**src/rtl/pll_param_search.sv**
```systemverilog
module pll_param_search #(
  parameter int W    = 32,
  parameter int STEP = 2
) (
  input  logic         clk,
  input  logic         rst_n,
  input  logic         start,
  input  logic [W-1:0] fref,
  input  logic [W-1:0] target,
  output logic         busy,
  output logic         done,
  output logic [13:0]  ctrl_word
);
  localparam int NW   = W + 8;
  localparam int ITER = (NW + STEP - 1) / STEP;
  localparam int PW   = ITER * STEP;
  localparam int CW   = $clog2(ITER + 1);

  typedef enum logic [1:0] {S_IDLE, S_SCALE, S_RATIO, S_DONE} st_t;

  st_t           st;
  logic [5:0]    v_idx, r_idx, best_v, best_r;
  logic [W-1:0]  best_err, fref_q, tgt_q, q1k;
  logic [PW-1:0] shreg, sh_n;
  logic [10:0]   rem, rm_n;
  logic [9:0]    dvs;
  logic [CW-1:0] cnt;

  assign busy = (st == S_SCALE) || (st == S_RATIO);
  assign done = (st == S_DONE);

  always_comb begin
    sh_n = shreg;
    rm_n = rem;
    for (int i = 0; i < STEP; i++) begin
      rm_n = {rm_n[9:0], sh_n[PW-1]};
      sh_n = {sh_n[PW-2:0], 1'b0};
      if (rm_n >= {1'b0, dvs}) begin
        rm_n  = rm_n - {1'b0, dvs};
        sh_n[0] = 1'b1;
      end
    end
  end

  wire [W-1:0]  quo   = sh_n[W-1:0];
  wire [W-1:0]  err   = (quo >= tgt_q) ? quo - tgt_q : tgt_q - quo;
  wire          last  = (cnt == CW'(ITER - 1));
  wire [5:0]    vsel  = (st == S_RATIO) ? v_idx - 6'd1 : 6'd63;
  wire [W-1:0]  fsel  = (st == S_RATIO) ? fref_q : fref;
  wire [NW-1:0] prod  = NW'(fsel) * NW'(vsel);

  wire [5:0] v_cl = (best_v == 6'd0) ? 6'd1 : best_v;
  wire [5:0] r_cl = (best_r == 6'd0) ? 6'd1 : best_r;
  assign ctrl_word = {v_cl - 6'd1, 2'b00, r_cl - 6'd1};

  always_ff @(posedge clk) begin
    if (!rst_n) begin
      st       <= S_IDLE;
      v_idx    <= '0;
      r_idx    <= '0;
      best_v   <= '0;
      best_r   <= '0;
      best_err <= '1;
      fref_q   <= '0;
      tgt_q    <= '0;
      q1k      <= '0;
      shreg    <= '0;
      rem      <= '0;
      dvs      <= 10'd1000;
      cnt      <= '0;
    end else begin
      case (st)
        S_IDLE, S_DONE: if (start) begin
          fref_q   <= fref;
          tgt_q    <= target;
          v_idx    <= 6'd63;
          r_idx    <= 6'd63;
          best_err <= '1;
          best_v   <= '0;
          best_r   <= '0;
          shreg    <= PW'(prod);
          rem      <= '0;
          dvs      <= 10'd1000;
          cnt      <= '0;
          st       <= S_SCALE;
        end
        S_SCALE: begin
          shreg <= sh_n;
          rem   <= rm_n;
          cnt   <= cnt + 1'b1;
          if (last) begin
            q1k   <= quo;
            shreg <= PW'(quo);
            rem   <= '0;
            dvs   <= {4'b0, r_idx};
            cnt   <= '0;
            st    <= S_RATIO;
          end
        end
        S_RATIO: begin
          shreg <= sh_n;
          rem   <= rm_n;
          cnt   <= cnt + 1'b1;
          if (last) begin
            if (err <= best_err) begin
              best_err <= err;
              best_v   <= v_idx;
              best_r   <= r_idx;
            end
            cnt <= '0;
            rem <= '0;
            if (r_idx == 6'd1) begin
              if (v_idx == 6'd1) begin
                st <= S_DONE;
              end else begin
                v_idx <= v_idx - 6'd1;
                r_idx <= 6'd63;
                shreg <= PW'(prod);
                dvs   <= 10'd1000;
                st    <= S_SCALE;
              end
            end else begin
              r_idx <= r_idx - 6'd1;
              shreg <= PW'(q1k);
              dvs   <= {4'b0, r_idx - 6'd1};
            end
          end
        end
        default: st <= S_IDLE;
      endcase
    end
  end


  busy_done_excl_chk: assert property (@(posedge clk) disable iff (!rst_n)
    !(busy && done));

  done_hold_chk: assert property (@(posedge clk) disable iff (!rst_n)
    (done && !start) |=> (done && $stable(ctrl_word)));

  start_accept_chk: assert property (@(posedge clk) disable iff (!rst_n)
    (start && !busy) |=> (busy && !done));

  busy_ignore_chk: assert property (@(posedge clk) disable iff (!rst_n)
    (busy && $past(busy) && start) |=> ($stable(fref_q) && $stable(tgt_q)));

  index_range_chk: assert property (@(posedge clk) disable iff (!rst_n)
    busy |-> (v_idx != 6'd0 && r_idx != 6'd0 && dvs != 10'd0));
endmodule

```
**config.mk**
```make
export PLATFORM = sky130hd
export DESIGN_NAME = pll_param_search
export DESIGN_NICKNAME = d
export VERILOG_FILES = /design/src/rtl/pll_param_search.sv
export SDC_FILE = /design/constraint.sdc
export NUM_CORES = 1
export LEC_CHECK = 0
export ABC_AREA = 1
export CORE_MARGIN = 3
export CORE_UTILIZATION = 51
export CTS_BUF_LIST = sky130_fd_sc_hd__clkbuf_4 sky130_fd_sc_hd__clkbuf_8
export DETAILED_ROUTE_END_ITERATION = 7
export PLACE_DENSITY = 0.75
export SLEW_MARGIN = 20
export SYNTH_ARGS = -nofsm -noshare
export SYNTH_HDL_FRONTEND = slang
export SYNTH_SLANG_ARGS = --single-unit
```
**constraint.sdc**
```tcl
create_clock -name clk -period 6.9 [get_ports clk]
set_input_delay 0.69 -clock clk [delete_from_list [all_inputs] [get_ports clk]]
set_output_delay 0.69 -clock clk [all_outputs]
set_load 0.02 [all_outputs]
```
; ---- Word-level counts from Yosys, hierarchy flattened
; Index checks and enable logic that the tools add are counted.
[classes]
add_sub_neg = 9
multipliers = 1
magnitude_cmp = 4
eq_ne = 13
mux = 53
n_reduce_logical = 14
[ops]
columns = operator, n
row1 = 40-bit 2-to-1 mux, 5
row2 = 32-bit 2-to-1 mux, 5
row3 = 40-bit case mux with 3 select lines, 1
row4 = 10-bit 2-to-1 mux, 9
row5 = 6-bit 2-to-1 mux, 15
row6 = 32-bit case mux with 2 select lines, 1
row7 = 32-bit subtractor, 2
row8 = 6-bit case mux with 2 select lines, 4
row9 = 32-bit by 6-bit multiplier with 38-bit output, 1
row10 = 32-bit greater-or-equal comparator, 1
row11 = 32-bit less-or-equal comparator, 1
row12 = 10-bit case mux with 3 select lines, 1
row13 = 6-bit by 1-bit subtractor with 6-bit output (second input constant), 4
row14 = 11-bit by 10-bit greater-or-equal comparator with 1-bit output, 2
row15 = 10-bit case mux with 2 select lines, 1
row16 = 10-bit subtractor, 2
row17 = 4-bit AND reduction, 4
row18 = 6-bit by 1-bit == test with 1-bit output (second input constant), 2
row19 = 6-bit zero test, 2
row20 = 2-bit 2-to-1 mux, 5
row21 = 5-bit 2-to-1 mux, 2
row22 = 5-bit case mux with 2 select lines, 1
row23 = 2-bit inequality test (second input constant), 4
row24 = 2-bit case mux with 3 select lines, 1
row25 = 13 further kinds, 18
[totals]
register_bits = 219
inputBits = 67
output_inout_bits = 16
elab_cells = 107

; ---- Longest topological paths before layout
[logic_depth]
word_depth = 10
ltp_mapped = 50
ltp_nobuf = 47

; ---- Least setup slack after synthesis
; OpenSTA, ideal clock, no wires.
[synth_timing]
kind = register to register
from = register dvs[8]
to = register best_err[29]
setup_ns = 0.126
arrival_ns = 6.264
t_required_ns = 6.774
path_slack_ns = 0.511
stages_incl_launch_ff = 46
path_buffers = 7
synth_period_minus_slack_ns = 6.389
cell_sequence = dfxtp_1 inv_1 ha_1 a21oi_1 o21ai_0 a21oi_1 nand3_1 buf_2 buf_2 o21ai_0 inv_1 ha_1 nand2_1 nor3_1 nand3_1 nand4_1 nand2_1 nand3_1 [... 10 more ...] buf_8 nand2_1 nand2_1 inv_1 ha_1 nand2_1 nor2_1 nand4_1 nor4_1 nand2_1 nand2_1 nand3_1 nand2_1 buf_4 buf_2 nand2_1 nand2_1 nand2_1
[synth_via]
word_cells_on_any_way = 16
classes_between = add/sub: 3 / order compare: 4 / eq/ne: 1 / mux: 7 / reduce/logical: 1
[synth_rtl]
columns = element, line
row1 = from (decl), 26  ; logic [9:0] dvs;
row2 = from (signal assigned), 95  ; dvs <= {4'b0, r_idx};
row3 = from (signal assigned), 125  ; dvs <= {4'b0, r_idx - 6'd1};
row4 = 11-bit by 10-bit greater-or-equal comparator with 1-bit output *, 38  ; if (rm_n >= {1'b0, dvs}) begin
row5 = 1-bit 2-to-1 mux *, 38
row6 = via quo[1], 45  ; wire [W-1:0] quo = sh_n[W-1:0];
row7 = 32-bit subtractor / 32-bit greater-or-equal comparator (equally long branches), 46  ; wire [W-1:0] err = (quo >= tgt_q) ? quo - tgt_q : tgt_q - quo;
row8 = 32-bit 2-to-1 mux *, 46
row9 = 32-bit less-or-equal comparator / 32-bit 2-to-1 mux (equally long branches), 105  ; if (err <= best_err) begin
row10 = 2-bit by 1-bit inequality test with 1-bit output (no source line) / 32-bit 2-to-1 mux (equally long branches), n/a
row11 = 4-bit AND reduction (no source line) / 32-bit case mux with 2 select lines (equally long branches), n/a
row12 = to (signal assigned), 106  ; best_err <= err;
row13 = to (decl), 23  ; logic [W-1:0] best_err, fref_q, tgt_q, q1k;
; Mark *: on every way through the listed nets, which the timed path passes. The rest lies on a longest branch. The select of a mux whose other input is x is not followed.
; A chain may end at the register's enable or synchronous reset.

; ---- Worst setup path in the final report
[layout_timing]
from = register dvs[8]
to = register best_err[31]
[layout_via]
elab_chain_len = 9
word_cells_on_any_way = 16
classes_between = add/sub: 3 / order compare: 4 / eq/ne: 1 / mux: 7 / reduce/logical: 1
[layout_lines]
columns = element, line
row1 = 10-bit subtractor / 11-bit by 10-bit greater-or-equal comparator with 1-bit output (equally long branches), "39, 38"
row2 = 10-bit 2-to-1 mux, 38
row3 = 11-bit by 10-bit greater-or-equal comparator with 1-bit output, 38
row4 = 1-bit 2-to-1 mux, 38
row5 = 32-bit subtractor / 32-bit greater-or-equal comparator (equally long branches), 46
row6 = 32-bit 2-to-1 mux *, 46
row7 = 32-bit less-or-equal comparator / 32-bit 2-to-1 mux (equally long branches), 105
row8 = 2-bit by 1-bit inequality test with 1-bit output (no source line) / 32-bit 2-to-1 mux (equally long branches), n/a
row9 = 4-bit AND reduction (no source line) / 32-bit case mux with 2 select lines (equally long branches), n/a
; Every way passes the cells marked *; elsewhere a longest branch is shown, timed or not. The select of a mux whose other input is x is not followed.

==> impl_metrics.env <==
export IMPL_outcome="finished, final reports clean"
export IMPL_cts_sinks=216
export IMPL_syn_to_final_growth_pct=13.5
export IMPL_crit_arrival_ns=7.06
export IMPL_diodes=0
export IMPL_clock_latency_ns=0.63
export IMPL_ant_nets=0
export IMPL_cts_hold_buf=0
export IMPL_critPathKind="flop to flop"
export IMPL_hold_path_class="flop to flop"
export IMPL_synth_top_cells_by_area="dfxtp_1 (20%), nand2_1 (17%), fa_1 (11%)"
export IMPL_async_flop_share_pct=0
export IMPL_setup_viol=0
export IMPL_die_area_sq_mm=0.0460
export IMPL_timing_hold_ws_ns=0.467
export IMPL_placeableCoreArea_sq_mm=0.0424
export IMPL_syn_area_sq_mm=0.0222
export IMPL_die_h_microns=214
export IMPL_routed_wl_microns=72200
export IMPL_critPathMaxFanout=13
export IMPL_slew_headroom_pct=29.8
export IMPL_grt_pass1_vias=21500
export IMPL_globalRouteOverflowTotal=0
export IMPL_fmax_ghz=0.152
export IMPL_synth_ff_type="dfxtp_1"
export IMPL_synth_compound_area_share_pct=17.2
export IMPL_place_area_sq_mm=0.0236
export IMPL_drive_gt1_share_pct=7.26
export IMPL_layout_common_cells="nand2_1 (982), inv_1 (513), a21oi_1 (310)"
export IMPL_clk_pin_slew_ns=0.06
export IMPL_synth_distinct_cells=51
export IMPL_critPathMaxStageDelay_ns=0.42
export IMPL_cp_start_kind="flop"
export IMPL_cts_tree="done"
export IMPL_synth_xor_area_share_pct=3.32
export IMPL_post_synth_top_area_fraction_pct=19.5
export IMPL_die_w_microns=214
export IMPL_post_drt_wl_per_cell_microns=17.4
export IMPL_synth_top_family_by_area="simple AND/OR/NAND/NOR gates"
export IMPL_num_io_pins=83
export IMPL_hold_viol=0
export IMPL_drt_iter0_markers=1827
export IMPL_skew_ns=0.0392
export IMPL_ys_ff_latch=216
export IMPL_avgSynthCellArea_sq_um=6.37
export IMPL_timing_final_crit_share_pct=95.5
export IMPL_via_count=22700
export IMPL_gp_congestion=1.02
export IMPL_crit_top_cell="nand2_1"
export IMPL_maxSlewViolCount=0
export IMPL_synthSimpleGateAreaFrac_pct=27.2
export IMPL_htree_levels=2
export IMPL_synthAdderAreaFrac_pct=21.1
export IMPL_slowest_stage="fa_2"
export IMPL_tightest_slew_ns=1.05
export IMPL_grt_pass1_wl_microns=113000
export IMPL_start_util_pct=52.3
export IMPL_required_ns=7.37
export IMPL_cts_made_buffers=41
export IMPL_crit_path_end_kind="flop"
export IMPL_fin_util_pct=59.3
export IMPL_fin_area_sq_mm=0.0252
export IMPL_synth_edf_count=0
export IMPL_drv_cap=0
export IMPL_grt_antenna_before_repair=0
export IMPL_period_minus_slack_ns=6.59
export IMPL_yosysTopAreaCell="dfxtp_1"
export IMPL_port_buffers=80
export IMPL_drcViolationCount=0
export IMPL_fp_row_count=75
export IMPL_first_pass_iters=6
export IMPL_grt_max_degree=85
export IMPL_track_usage_pct=29.9
export IMPL_ys_seq_area_share_pct=19.5
export IMPL_ys_warn_count=0
export IMPL_viasPerCell=5.47
export IMPL_fin_nets=3916
export IMPL_cts_root_buf="clkbuf_8"
export IMPL_place_hpwl_microns=55500
export IMPL_r2r_slack_ns=0.31
export IMPL_cts_max_path_buffers=3
export IMPL_syn_inst=3481
export IMPL_layout_commonest_cell="nand2_1"
export IMPL_muxShareOfSynthArea_pct=0
export IMPL_tns_ns=0
[final timing paths]
kind | start | to | cells after the start
setup reg to reg | dvs[8] | best_err[31] | 45
hold reg to reg | dvs[2] | dvs[2] | 2
setup / recovery | dvs[8] | best_err[31] | 45
hold / removal | dvs[2] | dvs[2] | 2
[synth_stat cells, drive strengths merged, types with 6 or more instances]
cell / instances
a31oi: 16
a21oi: 314
o21ai: 299
nor2: 305
clkbuf: 84
xnor2: 15
a211oi: 6
o22ai: 20
nor3: 24
nand3: 137
o21a: 16
ha: 173
xor2: 69
o211ai: 9
or2: 12
inv: 529
nand4: 15
dfxtp: 216
buf: 46
o21bai: 15
nand2: 998
fa: 125
a21o: 9
[cell type report]
type / instances / area [sq um]
Inverter: 533 / 2020
Timing Repair inverter: 1 / 8.76
Clock inverter: 11 / 113
Tap cell: 577 / 722
Timing Repair Buffer: 154 / 1500
Multi-Input combinational cell: 2604 / 15700
Sequential cell: 216 / 4330
Fill cell: 4197 / 17300
Clock buffer: 60 / 795
[worst max-delay path: cells and delay by family, from the launching register on]
kind	cells	cell delay, ns
AOI/OAI and AO/OA	5	0.67
adders and majority gates	5	1.44
buffers and inverters	10	0.96
and+or+nand+nor	25	3.05
DFF	1	0.34
[routing by layer]
| layer | wire (microns) | global-route usage [%] | vias up |
|---|---|---|---|
| met4 | 3430 | 12.5 | 0 |
| met1 | 30800 | 39.1 | 10500 |
| met3 | 4680 | 4.31 | 199 |
| met2 | 33300 | 49.6 | 854 |
| li1 | - | - | 11100 |
| met5 | 0 | 0 | - |
[registers in the layout (all words and copies together) (netlist names)]
| name | count |
|---|---|
| st | 2 |
| r_idx | 6 |
| q1k | 32 |
| fref_q | 32 |
| best_err | 32 |
| v_idx | 6 |
| rem | 10 |
| shreg | 40 |
| best_r | 6 |
| cnt | 5 |
| dvs | 7 |
| tgt_q | 32 |
| best_v | 6 |
[what timing repair did]
| action | 4_1_cts | 5_1_grt |
|---|---|---|
| gates cloned | 0 | 6 |
| buffers inserted | 0 | 18 |
| resized for setup | 4 | 83 |
| pin swaps | 0 | 26 |
| setup endpoints to repair | 37 | 44 |
[metrics by stage]
| stage | setup slack, ns | cells |
|---|---|---|
| 2_1_floorplan | 0.511 | 3482 |
| 3_3_place_gp | 0.0970 | 4060 |
| 3_5_place_dp | -0.113 | 4060 |
| 4_1_cts | 0.0219 | 4131 |
| 5_1_grt | -0.102 | 4156 |
| 6_report | 0.311 | 4156 |
[logic make-up after synthesis]
kind of cell	Yosys count
other	1
and+or+nand+nor	1502
AOI/OAI and AO/OA	717
adders and majority gates	298
buffers and inverters	663
xor gates and xnor gates	84
DFF	216
Power is left out: the tool's default activity adds up to more than one toggle a clock period on the data nets, which glitch-free logic cannot reach.
